[src/rtl/gpio_bank_pkg.sv]
package gpio_bank_pkg;

    localparam logic [7:0] ADDR_CFG  = 8'h00;
    localparam logic [7:0] ADDR_DIR  = 8'h01;
    localparam logic [7:0] ADDR_DRV  = 8'h02;
    localparam logic [7:0] ADDR_STAT = 8'h03;
    localparam logic [7:0] ADDR_MASK = 8'h04;
    localparam logic [7:0] ADDR_DATA = 8'h05;
    localparam logic [7:0] ADDR_FAN  = 8'h06;

    localparam int CFG_IE_BIT  = 7;
    localparam int CFG_FAN_BIT = 6;

    typedef enum logic {
        IRQ_QUIET    = 1'b0,
        IRQ_ASSERTED = 1'b1
    } irq_state_e;

endpackage

[src/rtl/gpio_sync.sv]
module gpio_sync #(
    parameter int         W       = 8,
    parameter int         STAGES  = 2,
    parameter logic [W-1:0] RST_VAL = '1
) (
    input  logic         clk,
    input  logic         rst_n,
    input  logic [W-1:0] d_async,
    output logic [W-1:0] q_sync
);
    logic [W-1:0] chain [STAGES];

    generate
        for (genvar s = 0; s < STAGES; s++) begin : g_stage
            always_ff @(posedge clk or negedge rst_n) begin
                if (!rst_n) begin
                    chain[s] <= RST_VAL;
                end else if (s == 0) begin
                    chain[s] <= d_async;
                end else begin
                    chain[s] <= chain[(s == 0) ? 0 : s-1];
                end
            end
        end
    endgenerate

    assign q_sync = chain[STAGES-1];
endmodule

[src/rtl/gpio_change_det.sv]
module gpio_change_det #(
    parameter int W = 8
) (
    input  logic         clk,
    input  logic         rst_n,
    input  logic [W-1:0] lvl,
    input  logic [W-1:0] eligible,
    output logic [W-1:0] chg
);
    logic [W-1:0] prev_q;

    // prev tracks every pin so that a direction change never looks like an edge
    always_ff @(posedge clk or negedge rst_n) begin
        if (!rst_n) prev_q <= '1;
        else        prev_q <= lvl;
    end

    assign chg = (lvl ^ prev_q) & eligible;
endmodule

[src/rtl/gpio_regfile.sv]
module gpio_regfile
    import gpio_bank_pkg::*;
#(
    parameter int PIN_W     = 8,
    parameter int FAN_SPD_W = 3
) (
    input  logic                 clk,
    input  logic                 rst_n,
    input  logic [7:0]           cmd_addr,
    input  logic                 wr_en,
    input  logic [PIN_W-1:0]     wr_data,
    input  logic                 rd_en,
    input  logic [PIN_W-1:0]     pin_lvl,
    input  logic [PIN_W-1:0]     drive_sel,
    input  logic [PIN_W-1:0]     chg_set,
    output logic [PIN_W-1:0]     rd_data,
    output logic                 ie_q,
    output logic                 fan_q,
    output logic [PIN_W-1:0]     dir_q,
    output logic [PIN_W-1:0]     drv_q,
    output logic [PIN_W-1:0]     mask_q,
    output logic [PIN_W-1:0]     data_q,
    output logic [PIN_W-1:0]     status_q,
    output logic [FAN_SPD_W-1:0] fan_speed_q
);
    logic             rd_stat;
    logic [PIN_W-1:0] cfg_view;
    logic [PIN_W-1:0] data_view;
    logic [PIN_W-1:0] rd_mux;

    assign rd_stat = rd_en && (cmd_addr == ADDR_STAT);

    always_ff @(posedge clk or negedge rst_n) begin
        if (!rst_n) begin
            ie_q        <= 1'b0;
            fan_q       <= 1'b0;
            dir_q       <= '0;
            drv_q       <= '0;
            mask_q      <= '0;
            data_q      <= '1;
            fan_speed_q <= '0;
        end else if (wr_en) begin
            case (cmd_addr)
                ADDR_CFG: begin
                    ie_q  <= wr_data[CFG_IE_BIT];
                    fan_q <= wr_data[CFG_FAN_BIT];
                end
                ADDR_DIR:  dir_q       <= wr_data;
                ADDR_DRV:  drv_q       <= wr_data;
                ADDR_MASK: mask_q      <= wr_data;
                ADDR_DATA: data_q      <= (wr_data & dir_q) | (data_q & ~dir_q);
                ADDR_FAN:  fan_speed_q <= wr_data[FAN_SPD_W-1:0];
                default: ;
            endcase
        end
    end

    always_ff @(posedge clk or negedge rst_n) begin
        if (!rst_n) status_q <= '0;
        else        status_q <= chg_set | (rd_stat ? '0 : status_q);
    end

    always_comb begin
        cfg_view              = '0;
        cfg_view[CFG_IE_BIT]  = ie_q;
        cfg_view[CFG_FAN_BIT] = fan_q;
        data_view = (data_q & drive_sel) | (pin_lvl & ~drive_sel);
        case (cmd_addr)
            ADDR_CFG:  rd_mux = cfg_view;
            ADDR_DIR:  rd_mux = dir_q;
            ADDR_DRV:  rd_mux = drv_q;
            ADDR_STAT: rd_mux = status_q;
            ADDR_MASK: rd_mux = mask_q;
            ADDR_DATA: rd_mux = data_view;
            ADDR_FAN:  rd_mux = PIN_W'(fan_speed_q);
            default:   rd_mux = '0;
        endcase
    end

    always_ff @(posedge clk or negedge rst_n) begin
        if (!rst_n)     rd_data <= '0;
        else if (rd_en) rd_data <= rd_mux;
    end
endmodule

[src/rtl/gpio_pad_ctrl.sv]
module gpio_pad_ctrl #(
    parameter int PIN_W    = 8,
    parameter int FAN_PINS = 4
) (
    input  logic [PIN_W-1:0]    dir_q,
    input  logic [PIN_W-1:0]    drv_q,
    input  logic [PIN_W-1:0]    data_q,
    input  logic                fan_q,
    input  logic [FAN_PINS-1:0] fan_ctl_n,
    output logic [PIN_W-1:0]    pin_oe,
    output logic [PIN_W-1:0]    pin_out
);
    localparam int FAN_LO = PIN_W - FAN_PINS;

    generate
        for (genvar i = 0; i < PIN_W; i++) begin : g_pin
            logic norm_oe;
            logic norm_out;

            always_comb begin
                if (!dir_q[i]) begin
                    norm_oe  = 1'b0;
                    norm_out = 1'b0;
                end else if (drv_q[i]) begin
                    norm_oe  = 1'b1;
                    norm_out = data_q[i];
                end else begin
                    norm_oe  = ~data_q[i];
                    norm_out = 1'b0;
                end
            end

            if (i >= FAN_LO) begin : g_fan
                assign pin_oe[i]  = fan_q ? ~fan_ctl_n[i-FAN_LO] : norm_oe;
                assign pin_out[i] = fan_q ? 1'b0 : norm_out;
            end else begin : g_plain
                assign pin_oe[i]  = norm_oe;
                assign pin_out[i] = norm_out;
            end
        end
    endgenerate
endmodule

[src/rtl/gpio_irq_fsm.sv]
module gpio_irq_fsm
    import gpio_bank_pkg::*;
#(
    parameter int PIN_W = 8
) (
    input  logic             clk,
    input  logic             rst_n,
    input  logic             ie_q,
    input  logic [PIN_W-1:0] status_q,
    input  logic [PIN_W-1:0] mask_q,
    input  logic [PIN_W-1:0] in_sel,
    output logic             irq_n
);
    irq_state_e state_q, state_d;
    logic       pending;

    assign pending = ie_q && |(status_q & mask_q & in_sel);

    always_ff @(posedge clk or negedge rst_n) begin
        if (!rst_n) state_q <= IRQ_QUIET;
        else        state_q <= state_d;
    end

    always_comb begin
        state_d = state_q;
        unique case (state_q)
            IRQ_QUIET:    if (pending)  state_d = IRQ_ASSERTED; // RAISE
            IRQ_ASSERTED: if (!pending) state_d = IRQ_QUIET;    // DROP
            default:                    state_d = IRQ_QUIET;
        endcase
    end

    always_comb begin
        unique case (state_q)
            IRQ_ASSERTED: irq_n = 1'b0;
            default:      irq_n = 1'b1;
        endcase
    end
endmodule

[src/rtl/gpio_port_bank.sv]
module gpio_port_bank
    import gpio_bank_pkg::*;
#(
    parameter int PIN_W       = 8,
    parameter int FAN_PINS    = 4,
    parameter int FAN_SPD_W   = 3,
    parameter int SYNC_STAGES = 2
) (
    input  logic                 clk,
    input  logic                 rst_n,
    input  logic [7:0]           cmd_addr,
    input  logic                 wr_en,
    input  logic [PIN_W-1:0]     wr_data,
    input  logic                 rd_en,
    output logic [PIN_W-1:0]     rd_data,
    input  logic [PIN_W-1:0]     pin_in,
    output logic [PIN_W-1:0]     pin_oe,
    output logic [PIN_W-1:0]     pin_out,
    input  logic [FAN_PINS-1:0]  fan_ctl_n,
    output logic                 fan_mode,
    output logic [FAN_SPD_W-1:0] fan_speed,
    output logic                 irq_n
);
    localparam int             FAN_LO   = PIN_W - FAN_PINS;
    localparam logic [PIN_W-1:0] FAN_ZONE = {{FAN_PINS{1'b1}}, {FAN_LO{1'b0}}};

    logic [PIN_W-1:0] pin_lvl;
    logic [PIN_W-1:0] chg_q;
    logic [PIN_W-1:0] dir_q, drv_q, mask_q, data_q, status_q;
    logic [PIN_W-1:0] fan_claim;
    logic [PIN_W-1:0] drive_sel;
    logic [PIN_W-1:0] in_sel;
    logic             ie_q, fan_q;

    assign fan_claim = fan_q ? FAN_ZONE : '0;
    assign drive_sel = dir_q & ~fan_claim;
    assign in_sel    = ~dir_q & ~fan_claim;
    assign fan_mode  = fan_q;

    gpio_sync #(.W(PIN_W), .STAGES(SYNC_STAGES), .RST_VAL('1)) u_sync (
        .clk(clk), .rst_n(rst_n), .d_async(pin_in), .q_sync(pin_lvl)
    );

    gpio_change_det #(.W(PIN_W)) u_chg (
        .clk(clk), .rst_n(rst_n), .lvl(pin_lvl), .eligible(in_sel), .chg(chg_q)
    );

    gpio_regfile #(.PIN_W(PIN_W), .FAN_SPD_W(FAN_SPD_W)) u_regs (
        .clk(clk), .rst_n(rst_n), .cmd_addr(cmd_addr), .wr_en(wr_en),
        .wr_data(wr_data), .rd_en(rd_en), .pin_lvl(pin_lvl),
        .drive_sel(drive_sel), .chg_set(chg_q), .rd_data(rd_data),
        .ie_q(ie_q), .fan_q(fan_q), .dir_q(dir_q), .drv_q(drv_q),
        .mask_q(mask_q), .data_q(data_q), .status_q(status_q),
        .fan_speed_q(fan_speed)
    );

    gpio_pad_ctrl #(.PIN_W(PIN_W), .FAN_PINS(FAN_PINS)) u_pad (
        .dir_q(dir_q), .drv_q(drv_q), .data_q(data_q), .fan_q(fan_q),
        .fan_ctl_n(fan_ctl_n), .pin_oe(pin_oe), .pin_out(pin_out)
    );

    gpio_irq_fsm #(.PIN_W(PIN_W)) u_irq (
        .clk(clk), .rst_n(rst_n), .ie_q(ie_q), .status_q(status_q),
        .mask_q(mask_q), .in_sel(in_sel), .irq_n(irq_n)
    );
endmodule

[config.mk]
export PLATFORM = sky130hd
export DESIGN_NAME = gpio_port_bank
export DESIGN_NICKNAME = d
export VERILOG_FILES = /design/src/rtl/gpio_bank_pkg.sv /design/src/rtl/gpio_sync.sv /design/src/rtl/gpio_change_det.sv /design/src/rtl/gpio_regfile.sv /design/src/rtl/gpio_pad_ctrl.sv /design/src/rtl/gpio_irq_fsm.sv /design/src/rtl/gpio_port_bank.sv
export SDC_FILE = /design/constraint.sdc
export NUM_CORES = 1
export LEC_CHECK = 0
export CAP_MARGIN = 5
export CORE_MARGIN = 2
export CORE_UTILIZATION = 40
export DETAILED_ROUTE_END_ITERATION = 16
export DONT_BUFFER_PORTS = 1
export SYNTH_ARGS = -nofsm -noshare
export SYNTH_HDL_FRONTEND = slang
export SYNTH_SLANG_ARGS = --single-unit
[constraint.sdc]
create_clock -name clk -period 2 [get_ports clk]
set_input_delay 0 -clock clk [delete_from_list [all_inputs] [get_ports clk]]
set_output_delay 0 -clock clk [all_outputs]
set_load 0.03 [all_outputs]
* Word-level counts from Yosys, hierarchy flattened
Index checks and enable logic that the tools add are counted.
Word-level totals: logic and storage cells 102, input bits 32, register bits after elaboration 78
Cells by class: multiplexer cells 45, reductions and logical operators 10, equality and inequality tests 6, bitwise operators 28
Operators by type and width (count):
- $and 8x8->8 | 9
- $pmux 8 s7 | 1
- $mux 1 | 42
- $eq 8x3->1 const B | 3
- $not 8->8 | 3
- $or 8x8->8 | 3
- $eq 8x2->1 const B | 2
- $mux 8 | 2
- $not 1->1 | 12
- $reduce_and 2->1 | 6
- $eq 8x1->1 const B | 1
- $logic_not 8->1 | 1
- $reduce_or 8->1 | 1
- $xor 8x8->8 | 1
- $logic_and 1x1->1 | 2

* Logic depth before layout (Yosys ltp)
Gate-level depths: netlist (run 1).
word-level depth 7, gate-level depth with buffers 6, depth with buffers taken out 4

* Cells and area by module
From an unflattened synthesis (run 1), not the netlist that was laid out.
Second synthesis, totals: cell total of the unflattened synthesis 315, area, all modules 3763.6 µm²
By module, submodules not included:
- gpio_regfile | times used 1, seq. area each 1336.3 µm², cells each 205, area each 2539.9 µm²
- gpio_sync | times used 1, seq. area each 420.4 µm², cells each 24, area each 480.5 µm²
- gpio_change_det | times used 1, seq. area each 210.2 µm², cells each 24, area each 330.3 µm²
- gpio_pad_ctrl | times used 1, seq. area each 0.0 µm², cells each 38, area each 266.5 µm²
- gpio_irq_fsm | times used 1, seq. area each 25.0 µm², cells each 12, area each 91.3 µm²
- gpio_port_bank | times used 1, seq. area each 0.0 µm², cells each 12, area each 55.1 µm²

* Least setup slack after synthesis (run 1)
Ideal clock, no wire load.
kind input to register, start input cmd_addr[3], end register u_regs.mask_q[0], setup slack 0.232 ns, library setup time 0.125 ns, buffers on the path 1, arrival 1.643 ns, stages 5, path through or4_4 or2_1 or4_1 buf_6 mux2_4
On the way: cells in the longest elaborated chain, start to end 2
Ends and longest elaborated chain:
- from (decl) | line gpio_port_bank.sv:11 | input logic [7:0] cmd_addr,
- $eq 8x3->1 | line gpio_regfile.sv:43 | case (cmd_addr)
- $reduce_and 2->1 (no source line)
- to (signal assigned) | line gpio_regfile.sv:50 | ADDR_MASK: mask_q <= wr_data;
- to (decl) | line gpio_regfile.sv:21 | output logic [PIN_W-1:0] mask_q,
Every way passes these cells. A chain may end at the register's enable or synchronous reset.

* Final worst setup path (run 1)
start register u_regs.fan_speed_q[2], end register u_regs.rd_data[2]
On the way: cells in the longest elaborated chain, start to end 1
Ends and longest elaborated chain:
- from (decl) | line gpio_regfile.sv:24 | output logic [FAN_SPD_W-1:0] fan_speed_q
- from (signal assigned) | line gpio_regfile.sv:52 | ADDR_FAN: fan_speed_q <= wr_data[FAN_SPD_W-1:0];
- $pmux 8 s7 | line gpio_regfile.sv:68 | case (cmd_addr)
- to (signal assigned) | line gpio_regfile.sv:82 | else if (rd_en) rd_data <= rd_mux;
- to (decl) | line gpio_regfile.sv:16 | output logic [PIN_W-1:0] rd_data,
Every way passes these cells.

==> summary.md, run 1 <==
| Metric | Value |
|---|---|
| Pin count of the biggest net entering global routing | `79` |
| Post-Syn Nets | `354` |
| Worst Hold Launch | `cmd_addr[7]` |
| Core ar. | `9110 µm²` |
| CTS tree | `built` |
| Setup TNS | `0 ns` |
| Largest family of logic cells by synthesized area | `multiplexers` |
| Achievable frequency | `562 MHz` |
| Post-synth EDFFs | `0` |
| Cell leakage power | `around 1.9 nW` |
| Clock transition at the registers of the reported paths | `0.08 ns` |
| DRC | `0` |
| DR vias | `approximately 2,500` |
| DR iter-0 viols | `171` |
| Min Tclk post-route | `1.78 ns` |
| Ant. Diodes | `0` |
| Clk sinks | `78` |
| Worst-Margin Slew | `0.593 ns` |
| Fin crit share | `between 80% and 90%` |
| Mapped Cells | `322` |
| CP Capture Type | `register` |
| Layout cells sized above 1 | `30.3%` |
| Adder-cell share of the synthesized area | `0%` |
| PortBufs | `0` |
| Synth Area in XOR/XNOR | `1.90%` |
| Sequential share of the synthesized area | `53.9%` |
| Syn_area_per_cell | `11.5 µm²` |
| Async SR Flop Fraction | `100%` |
| Clock skew | `0.00887 ns` |
| Die Width | `100 µm` |
| Die span in y | `100 µm` |
| Library cells used by synthesis | `44` |
| Initial core utilization | `40.5%` |
| Min-delay worst type | `in2reg` |
| Status | `finished, final reports clean` |
| HPWL after detailed placement | `5620 µm` |
| Fill cell count | `855` |
| Post-CTS sizing | `0` |
| Clock buffer depth | `2` |
| WP data required | `2.25 ns` |
| Clock latency on the worst-skew pair | `0.34 ns` |
| Area delta synth->final | `15.6%` |
| H-tree depth | `3` |
| FF+latch area | `1990 µm²` |
| Power, Total | `about 3 mW` |
| Routed Antenna Nets | `0` |
| Max Slew Vio Count | `0` |
| Clk root buf | `clkbuf_8` |
| Nets | `384` |
| Final Hold Violating Endpoints | `0` |
| Worst setup SP type | `register` |
| Most used DFF post-synth | `dfrtp_1` |
| Num CTS Buffers | `9` |
| Post-synthesis mux area share | `about 17%` |
| Buffer count from post-CTS setup fixing | `0` |
| Aggregate global routing overflow | `0` |
| Rel. slew slack | `60.3%` |
| Final WL | `8900 µm` |
| Initial antenna violation count | `0` |
| CTS Hold Bufs | `25` |
| Post-synthesis simple-gate area fraction | `12.2%` |
| Crit. Startpoint | `u_regs.fan_speed_q[2]` |
| Max-cap viol count | `0` |
| Peak supply drop | `305 µV` |
| Global-route wire length before repair | `14,400 µm` |
| DRT Pass-1 Iters | `4` |
| CP arrival | `a little over 2 ns` |
| Flops & latches, synth | `78` |
| Synth Warn # | `0` |
| Power per standard cell area | `706 nW/µm²` |
| Critical R2R Launch | `u_regs.fan_speed_q[2]` |
| Via-per-instance ratio | `5.43` |
| Mapped cell area | `3690 µm²` |
| Crit-path max FO | `3` |
| Critical path type | `reg2reg` |
| Compound-Gate Fraction of Synth Area | `9.21%` |
| RSZ-0062 raised after global routing | `no` |
| Vias in the first global route | `~2,600` |
| # setup viols final | `0` |
| Top Ports | `61` |
| Multi-input gate area | `1500 µm²` |
| Rows | `35` |
| Total GRT Usage | `between 10% and 20%` |
| Final Wtd Congestion | `0.785` |
| Drt wl/cell | `~19 µm` |
| Die Area | `10,000 µm²` |
-- synth_stat cells (3+ instances only) --
master / instances / area [µm²]
a21boi_0: 4 / 30.0
a21oi_1: 12 / 60.1
and3_1: 3 / 18.8
and3b_1: 4 / 35.0
buf_1: 4 / 15.0
buf_4: 8 / 60.1
clkbuf_1: 9 / 33.8
dfrtp_1: 46 / 1150
dfstp_2: 32 / 841
inv_1: 20 / 75.1
mux2_2: 29 / 327
mux2_4: 8 / 120
mux2i_1: 19 / 190
nand2_1: 28 / 105
nand2b_1: 5 / 31.3
nand3b_1: 7 / 52.6
nor2_1: 15 / 56.3
nor3_1: 5 / 25.0
nor4_1: 3 / 18.8
o21ai_0: 11 / 55.1
o22ai_1: 8 / 50.1
o31ai_1: 4 / 30.0
o32ai_1: 4 / 35.0
xnor2_1: 8 / 70.1
-- routing by layer --
layer  share of wire, %  vias up  routed length (µm)  GRT usage [%]
met5                  0        -                   0              0
met1                 45     1293                3990           26.3
met4               0.52        0                  46           5.27
li1                   -     1183                   -              -
met3                6.9        2                 617           5.99
met2                 48       61                4240           28.7
-- logic make-up after synthesis --
family,Yosys count
compound gates,53
xor+xnor,8
buf+inv,44
flops,78
mux,56
simple gates,83
-- final cells by class --
| class | count | area share [%] |
|---|---|---|
| repair buffers | 43 | 9.43 |
| clock inverters | 7 | 0.967 |
| well taps | 111 | 3.25 |
| flip-flops and latches | 78 | 46.6 |
| inverters | 20 | 1.76 |
| clock buffers | 9 | 2.90 |
| multi-input cells | 200 | 35.0 |
-- report_power, final --
part | internal [mW] | switching, mW | total [mW]
clock | 0.441 | 0.573 | 1.01
combinational | 0.140 | 0.143 | 0.283
sequential | 1.65 | 0.0630 | 1.71
total | 2.23 | 0.780 | 3.01
-- layout by cell type, fill, tap and decap left out, drive strengths merged, types with 3 or more instances in the layout --
cell and n:
nor2 15, nand2b 5, o22ai 8, xnor2 8, clkbuf 9, mux2i 19, inv 20, a21oi 12
a21boi 4, o31ai 4, and3 3, dfrtp 46, mux2 37, nand2 28, clkinv 6, o32ai 4
dfstp 32, and3b 4, nor4 4, buf 19, nand3b 7, dlygate4sd3 24, o21ai 11, nor3 5
-- final timing paths --
path	endpoint	slack, ns	cells past startpoint
max	u_regs.rd_data[2]	0.22	5
min	u_regs.rd_data[4]	0.01	3
max reg2reg	u_regs.rd_data[2]	0.22	5
min reg2reg	u_sync.q_sync[0]	0.36	0
max in group asynchronous	u_chg.prev_q[5]	1.44	2
min in group asynchronous	u_regs.status_q[1]	0.23	2
-- through the flow --
stage	util [%]	hold slack [ns]	cells	worst slack (ns)	instance area (µm²)
6_report	46.9	0.0119	468	0.222	4270
3_5_place_dp	42.1	-0.294	427	0.172	3840
5_1_grt	46.9	0.00573	468	0.109	4270
4_1_cts	46.9	0.000223	468	0.207	4270
2_1_floorplan	-	-0.296	322	0.232	3690
3_3_place_gp	42.1	-0.293	427	0.186	3840
-- critical path, cell delays in order (launching register included) --
cell and delay (ns):
dfrtp_1 0.56, mux2i_1 0.14, a21oi_1 0.16, nor2_1 0.05, dlygate4sd3_1 0.57, o32ai_1 0.22
Note: power is estimated with default switching activity, not from simulation.
==> run 2: changes to the inputs <==
--- a/config.mk
+++ b/config.mk
@@ -6,6 +6,7 @@
 export NUM_CORES = 1
 export LEC_CHECK = 0
 export CAP_MARGIN = 5
+export CORE_ASPECT_RATIO = 1.2
 export CORE_MARGIN = 2
 export CORE_UTILIZATION = 40
 export DETAILED_ROUTE_END_ITERATION = 16
==> run 2 against run 1 <==
Against the previous run:
- via count rose by 0.47%
- hold slack improved by 0.010 ns
- power fell by 0.87%
- utilization rose by 0.40 points
- cell count rose by 1.7%
- sequential share of layout area barely moved
- clock skew rose by 0.0011 ns
- sequential power barely moved
==> summary.md, run 2 (synthesized netlist as in run 1, its figures left out) <==
| Metric | Value |
|---|---|
| Initial core utilization | `40.9% (+0.34 points)` |
| Fin crit share | `88.8% (-0.12 points)` |
| Achievable frequency | `563 MHz (+0.13%)` |
| Worst r2r dst | `u_regs.rd_data[0]` |
| Clock latency on the worst-skew pair | `0.35 ns (about the same)` |
| Pin count of the biggest net entering global routing | `79 (unchanged)` |
| Clock buffer depth | `2 (unchanged)` |
| Worst setup SP type | `register` |
| CP arrival | `2.03 ns (about the same)` |
| Status | `finished, final reports clean` |
| DR iter-0 viols | `182 (+6.4%)` |
| Nets | `383 (-0.26%)` |
| Setup TNS | `0 ns (unchanged)` |
| Rows | `38 (+8.6%)` |
| HPWL after detailed placement | `5490 µm (-2.4%)` |
| Cell leakage power | `1.85 nW (-0.73%)` |
| Max Slew Vio Count | `0 (unchanged)` |
| Most frequent cells in the layout | `46 x dfrtp_1, 32 x dfstp_2, 29 x mux2_2` |
| Vias in the first global route | `2,577 (+0.47%)` |
| WP data required | `2.25 ns (about the same)` |
| Top Ports | `61 (unchanged)` |
| Total GRT Usage | `18.3% (-0.62 points)` |
| Area delta synth->final | `15.7% (about the same)` |
| Final WL | `8720 µm (-2.0%)` |
| Critical path type | `reg2reg` |
| Fill cell count | `868 (+1.5%)` |
| Die Area | `10,000 µm² (about the same)` |
| Worst reg2reg path depth | `5 (unchanged)` |
| CTS tree | `built` |
| Max-cap viol count | `0 (unchanged)` |
| Hold path depth | `4 (+1)` |
| Post-CTS sizing | `0 (unchanged)` |
| CP peak stage delay | `0.57 ns (about the same)` |
| Metal-1 WL | `4010 µm (+0.48%)` |
| DRC | `0 (unchanged)` |
| Ant. Diodes | `0 (unchanged)` |
| Final Wtd Congestion | `0.786 (+0.24%)` |
| PortBufs | `0 (unchanged)` |
| Slowest stage cell, crit path | `dlygate4sd3_1` |
| Final Hold Violating Endpoints | `0 (unchanged)` |
| H-tree depth | `3 (unchanged)` |
| Initial antenna violation count | `0 (unchanged)` |
| Min Tclk post-route | `1.78 ns (-0.00231 ns)` |
| Clock skew | `0.00996 ns (+0.00109 ns)` |
| Metal2 WL | `4180 µm (-1.5%)` |
| Metal3 WL | `395 µm (-36%)` |
| Die Width | `91.7 µm (-8.4%)` |
| Clk sinks | `78 (unchanged)` |
| CP Cell Sequence | `mux2i_1 -> a21oi_1 -> nor2_1 -> dlygate4sd3_1 -> o32ai_1` |
| Aggregate global routing overflow | `0 (unchanged)` |
| Min-Delay Endpoint | `u_regs.rd_data[1]` |
| Clock transition at the registers of the reported paths | `0.07 ns (about the same)` |
| Routed Antenna Nets | `0 (unchanged)` |
| Layout cells sized above 1 | `28.9% (-1.3 points)` |
| Critical R2R Launch | `u_regs.fan_speed_q[0]` |
| Internal reg-to-reg setup slack | `0.22 ns (about the same)` |
| Highest metal used | `met4` |
| Die span in y | `109 µm (+9.2%)` |
| Drt wl/cell | `18.3 µm (-3.6%)` |
| Worst Hold Launch | `cmd_addr[1]` |
| Num CTS Buffers | `9 (unchanged)` |
| Crit-path max FO | `3 (unchanged)` |
| Global-route wire length before repair | `14,000 µm (-2.8%)` |
| Core ar. | `9030 µm² (-0.82%)` |
| RSZ-0062 raised after global routing | `no` |
| DR vias | `2,551 (+0.47%)` |
| Worst-Margin Slew | `0.571 ns (-0.0218 ns)` |
| Via-per-instance ratio | `5.36 (-1.2%)` |
| Rel. slew slack | `61.8% (+1.5 points)` |
| Power per standard cell area | `699 nW/µm² (-0.90%)` |
| # setup viols final | `0 (unchanged)` |
| Clk root buf | `clkbuf_8` |
| DRT Pass-1 Iters | `4 (unchanged)` |
| Power, Total | `2.99 mW (-0.87%)` |
| Min-delay worst type | `in2reg` |
| Most common cell after layout, fill and taps aside | `dfrtp_1` |
| CP Capture Type | `register` |
| Peak supply drop | `352 µV (+16%)` |
==> run 2: worst max-delay path: cells and delay by family, from the launching register on <==
family / cells / cell delay, ns
AOI/OAI and AO/OA: 2 / 0.38
buffers and inverters: 1 / 0.57
DFF: 1 / 0.55
muxes: 1 / 0.13
and+or+nand+nor: 1 / 0.05
==> run 2: repair_timing <==
item | CTS | global route
endpoints found under the hold margin | 131 | 0
hold buffers | 24 | 0
buffers inserted | 0 | 0
==> run 2: layer usage <==
metal  global-route usage [%]  up-vias
met5                        0        -
met4                     7.46        0
met3                     4.77       11
met2                     28.8       66
met1                     24.2     1285
li1                         -     1189
==> run 2: power by group <==
| part | total, mW | switching (mW) | internal [mW] |
|---|---|---|---|
| logic | 0.290 | 0.148 | 0.142 |
| registers | 1.71 | 0.0616 | 1.65 |
| clock network | 0.983 | 0.533 | 0.450 |
==> run 2: layout make-up <==
class | count | area [µm²] | area share (%)
clock buffers | 14 | 143 | 3.34
repair buffers | 42 | 405 | 9.49
clock inverters | 2 | 10.0 | 0.234
multi-input cells | 200 | 1500 | 35.0
well taps | 120 | 150 | 3.51
inverters | 20 | 75.1 | 1.76
flip-flops and latches | 78 | 1990 | 46.6
==> run 2: how the worst max path moves through the flow <==
| stage | start | end | slack [ns] | cells after the start |
|---|---|---|---|---|
| floorplan | cmd_addr[3] | u_regs.mask_q[0] | 0.23 | 5 |
| global placement | cmd_addr[3] | u_regs.mask_q[6] | 0.18 | 5 |
| detailed placement | cmd_addr[3] | u_regs.mask_q[1] | 0.15 | 5 |
| CTS | u_regs.fan_speed_q[0] | u_regs.rd_data[0] | 0.24 | 5 |
| global route | u_regs.fan_speed_q[0] | u_regs.rd_data[0] | 0.13 | 5 |
| finish | u_regs.fan_speed_q[0] | u_regs.rd_data[0] | 0.22 | 5 |
==> run 2: through the flow <==
stage          area (µm²)  hold slack [ns]  cells  utilization, %  setup WS [ns]
2_1_floorplan        3690           -0.296    322               -          0.232
3_3_place_gp         3860           -0.294    436            42.7          0.183
3_5_place_dp         3860           -0.294    436            42.7          0.155
4_1_cts              4270          0.00201    476            47.3          0.240
5_1_grt              4270          0.00497    476            47.3          0.127
6_report             4270           0.0221    476            47.3          0.224
==> run 3: changes to the inputs <==
==> constraint.sdc (replaced) <==
create_clock -name clk -period 1.9 [get_ports clk]
set_input_delay 0 -clock clk [delete_from_list [all_inputs] [get_ports clk]]
set_output_delay 0 -clock clk [all_outputs]
set_load 0.03 [all_outputs]
==> run 3 against run 2 <==
Against the previous run:
- cell count increased by 1.1%
- maximum frequency increased by 1.3%
- non-clock buffer count increased by 6
- routed wire length increased by 1.1%
- hold slack got worse by 0.016 ns
- utilization increased by 0.68 points
- setup slack got worse by 0.076 ns
- via count increased by 1.2%
==> summary.md, run 3 (synthesized netlist as in run 1, its figures left out) <==
| Metric | Value |
|---|---|
| Achievable frequency | `571 MHz (+1.3%)` |
| Die span in y | `109 µm (unchanged)` |
| Peak supply drop | `458 µV (+30%)` |
| Cell leakage power | `1.87 nW (+1.5%)` |
| Clk root buf | `clkbuf_8` |
| Initial core utilization | `40.9% (unchanged)` |
| Clock latency on the worst-skew pair | `0.36 ns (about the same)` |
| Rows | `38 (unchanged)` |
| Crit-path max FO | `3 (unchanged)` |
| Min Tclk post-route | `1.75 ns (-0.0235 ns)` |
| DP Area | `3880 µm² (+0.39%)` |
| Final Wtd Congestion | `0.779 (-0.93%)` |
| WP data required | `2.17 ns (-0.08 ns)` |
| Critical path type | `reg2reg` |
| RSZ-0062 raised after global routing | `no` |
| Layout cells sized above 1 | `29.4% (+0.43 points)` |
| Max Slew Vio Count | `0 (unchanged)` |
| Rel. slew slack | `61.7% (-0.12 points)` |
| Pre-CTS setup slack | `0.0487 ns (-0.106 ns)` |
| Aggregate global routing overflow | `0 (unchanged)` |
| # setup viols final | `0 (unchanged)` |
| Worst setup SP type | `register` |
| Max-cap viol count | `0 (unchanged)` |
| CP Capture Type | `register` |
| FF+latch area | `1990 µm² (unchanged)` |
| H-tree depth | `3 (unchanged)` |
| DR vias | `2,582 (+1.2%)` |
| Min-delay worst type | `in2reg` |
| Worst-Margin Slew | `0.573 ns (+0.00174 ns)` |
| Fill cell count | `836 (-3.7%)` |
| HPWL after detailed placement | `5480 µm (-0.15%)` |
| Core ar. | `9030 µm² (unchanged)` |
| Area delta synth->final | `17.3%` |
| DRT Pass-1 Iters | `4 (unchanged)` |
| Top Ports | `61 (unchanged)` |
| Final WL | `8820 µm (+1.1%)` |
| Setup TNS | `0 ns (unchanged)` |
| Vias in the first global route | `2,657 (+3.1%)` |
| Fin crit share | `92.2% (+3.4 points)` |
| Most frequent cells in the layout | `46 x dfrtp_1, 32 x dfstp_2, 29 x mux2_2` |
| CP arrival | `2.02 ns (about the same)` |
| Buffer count from post-CTS setup fixing | `0 (unchanged)` |
| Clk sinks | `78 (unchanged)` |
| Num CTS Buffers | `9 (unchanged)` |
| Routed Antenna Nets | `0 (unchanged)` |
| PortBufs | `0 (unchanged)` |
| Global-route wire length before repair | `14,500 µm (+3.9%)` |
| CTS tree | `built` |
| Multi-input gate area | `1500 µm² (unchanged)` |
| Ant. Diodes | `0 (unchanged)` |
| Drt wl/cell | `18.3 µm (about the same)` |
| Via-per-instance ratio | `5.37 (+0.16%)` |
| Die Area | `10,000 µm² (unchanged)` |
| Total GRT Usage | `19.1% (+0.86 points)` |
| Most common cell after layout, fill and taps aside | `dfrtp_1` |
| Die Width | `91.7 µm (unchanged)` |
| Final Instance Area | `4330 µm² (+1.4%)` |
| Clock skew | `0.00915 ns (-0.000806 ns)` |
| Worst setup margin | `0.148 ns (-0.0765 ns)` |
| DR iter-0 viols | `198 (+8.8%)` |
| Clock buffer depth | `2 (unchanged)` |
| Power per standard cell area | `737 nW/µm² (+5.4%)` |
| Pin count of the biggest net entering global routing | `79 (unchanged)` |
| DRC | `0 (unchanged)` |
| Hold path depth | `4 (unchanged)` |
| Final Hold Violating Endpoints | `0 (unchanged)` |
| Nets | `389 (+1.6%)` |
| Clock transition at the registers of the reported paths | `0.08 ns (about the same)` |
| CTS Hold Bufs | `28 (+17%)` |
| Post-CTS sizing | `0 (unchanged)` |
| Initial antenna violation count | `0 (unchanged)` |
| Status | `finished, final reports clean` |
| Worst reg2reg path depth | `5 (unchanged)` |
-- run 3: cell count changes in the layout (fill, tap and decap cells not counted), sizes merged --
cell         change
dlygate4sd3      +4
buf              +2
clkbuf           -1
-- run 3: power breakdown --
group          internal, mW  switching (mW)  leakage, nW
clock                 0.500           0.576       0.0833
sequential             1.74          0.0625        0.930
combinational         0.155           0.158        0.860
-- run 3: critical path, stage by stage (launching register included) --
cell	delay (ns)
dfrtp_1	0.54
mux2i_1	0.13
a21oi_1	0.16
nor2_1	0.04
dlygate4sd3_1	0.57
o32ai_1	0.22
-- run 3: final cells by class --
type	count	share of cell area, %
clock buffer	13	3.44
clock inverter	2	0.231
inverter	20	1.73
multi-input combinational	200	34.5
sequential	78	46.0
tap	120	3.47
timing repair buffer	48	10.6
-- run 3: stage by stage --
stage / power [mW] / utilization [%] / hold slack [ns] / instances
after floorplan: 2.01 / - / -0.296 / 322
after global placement: 2.04 / 42.9 / -0.294 / 438
after detailed placement: 2.04 / 42.9 / -0.294 / 438
after CTS: 3.22 / 48.0 / 0.000822 / 481
after global routing: 3.34 / 48.0 / 0.0310 / 481
final: 3.19 / 48.0 / 0.00566 / 481
-- run 3: path summary, 6_finish.rpt --
check	from	endpoint	slack, ns
min	cmd_addr[1]	u_regs.rd_data[2]	0.006
min reg2reg	u_sync.chain[14]	u_sync.q_sync[6]	0.36
max in group asynchronous	rst_n	u_sync.q_sync[0]	1.35
max	u_regs.fan_speed_q[1]	u_regs.rd_data[1]	0.15
min in group asynchronous	rst_n	u_regs.fan_speed_q[2]	0.19
max reg2reg	u_regs.fan_speed_q[1]	u_regs.rd_data[1]	0.15
-- run 3: metal layers --
metal,track usage (%),routed length (µm),vias to the layer above
met5,0,0,-
met4,8.85,178,0
met3,3.80,330,15
met2,30.5,4290,57
met1,25.3,4020,1317
li1,-,-,1193
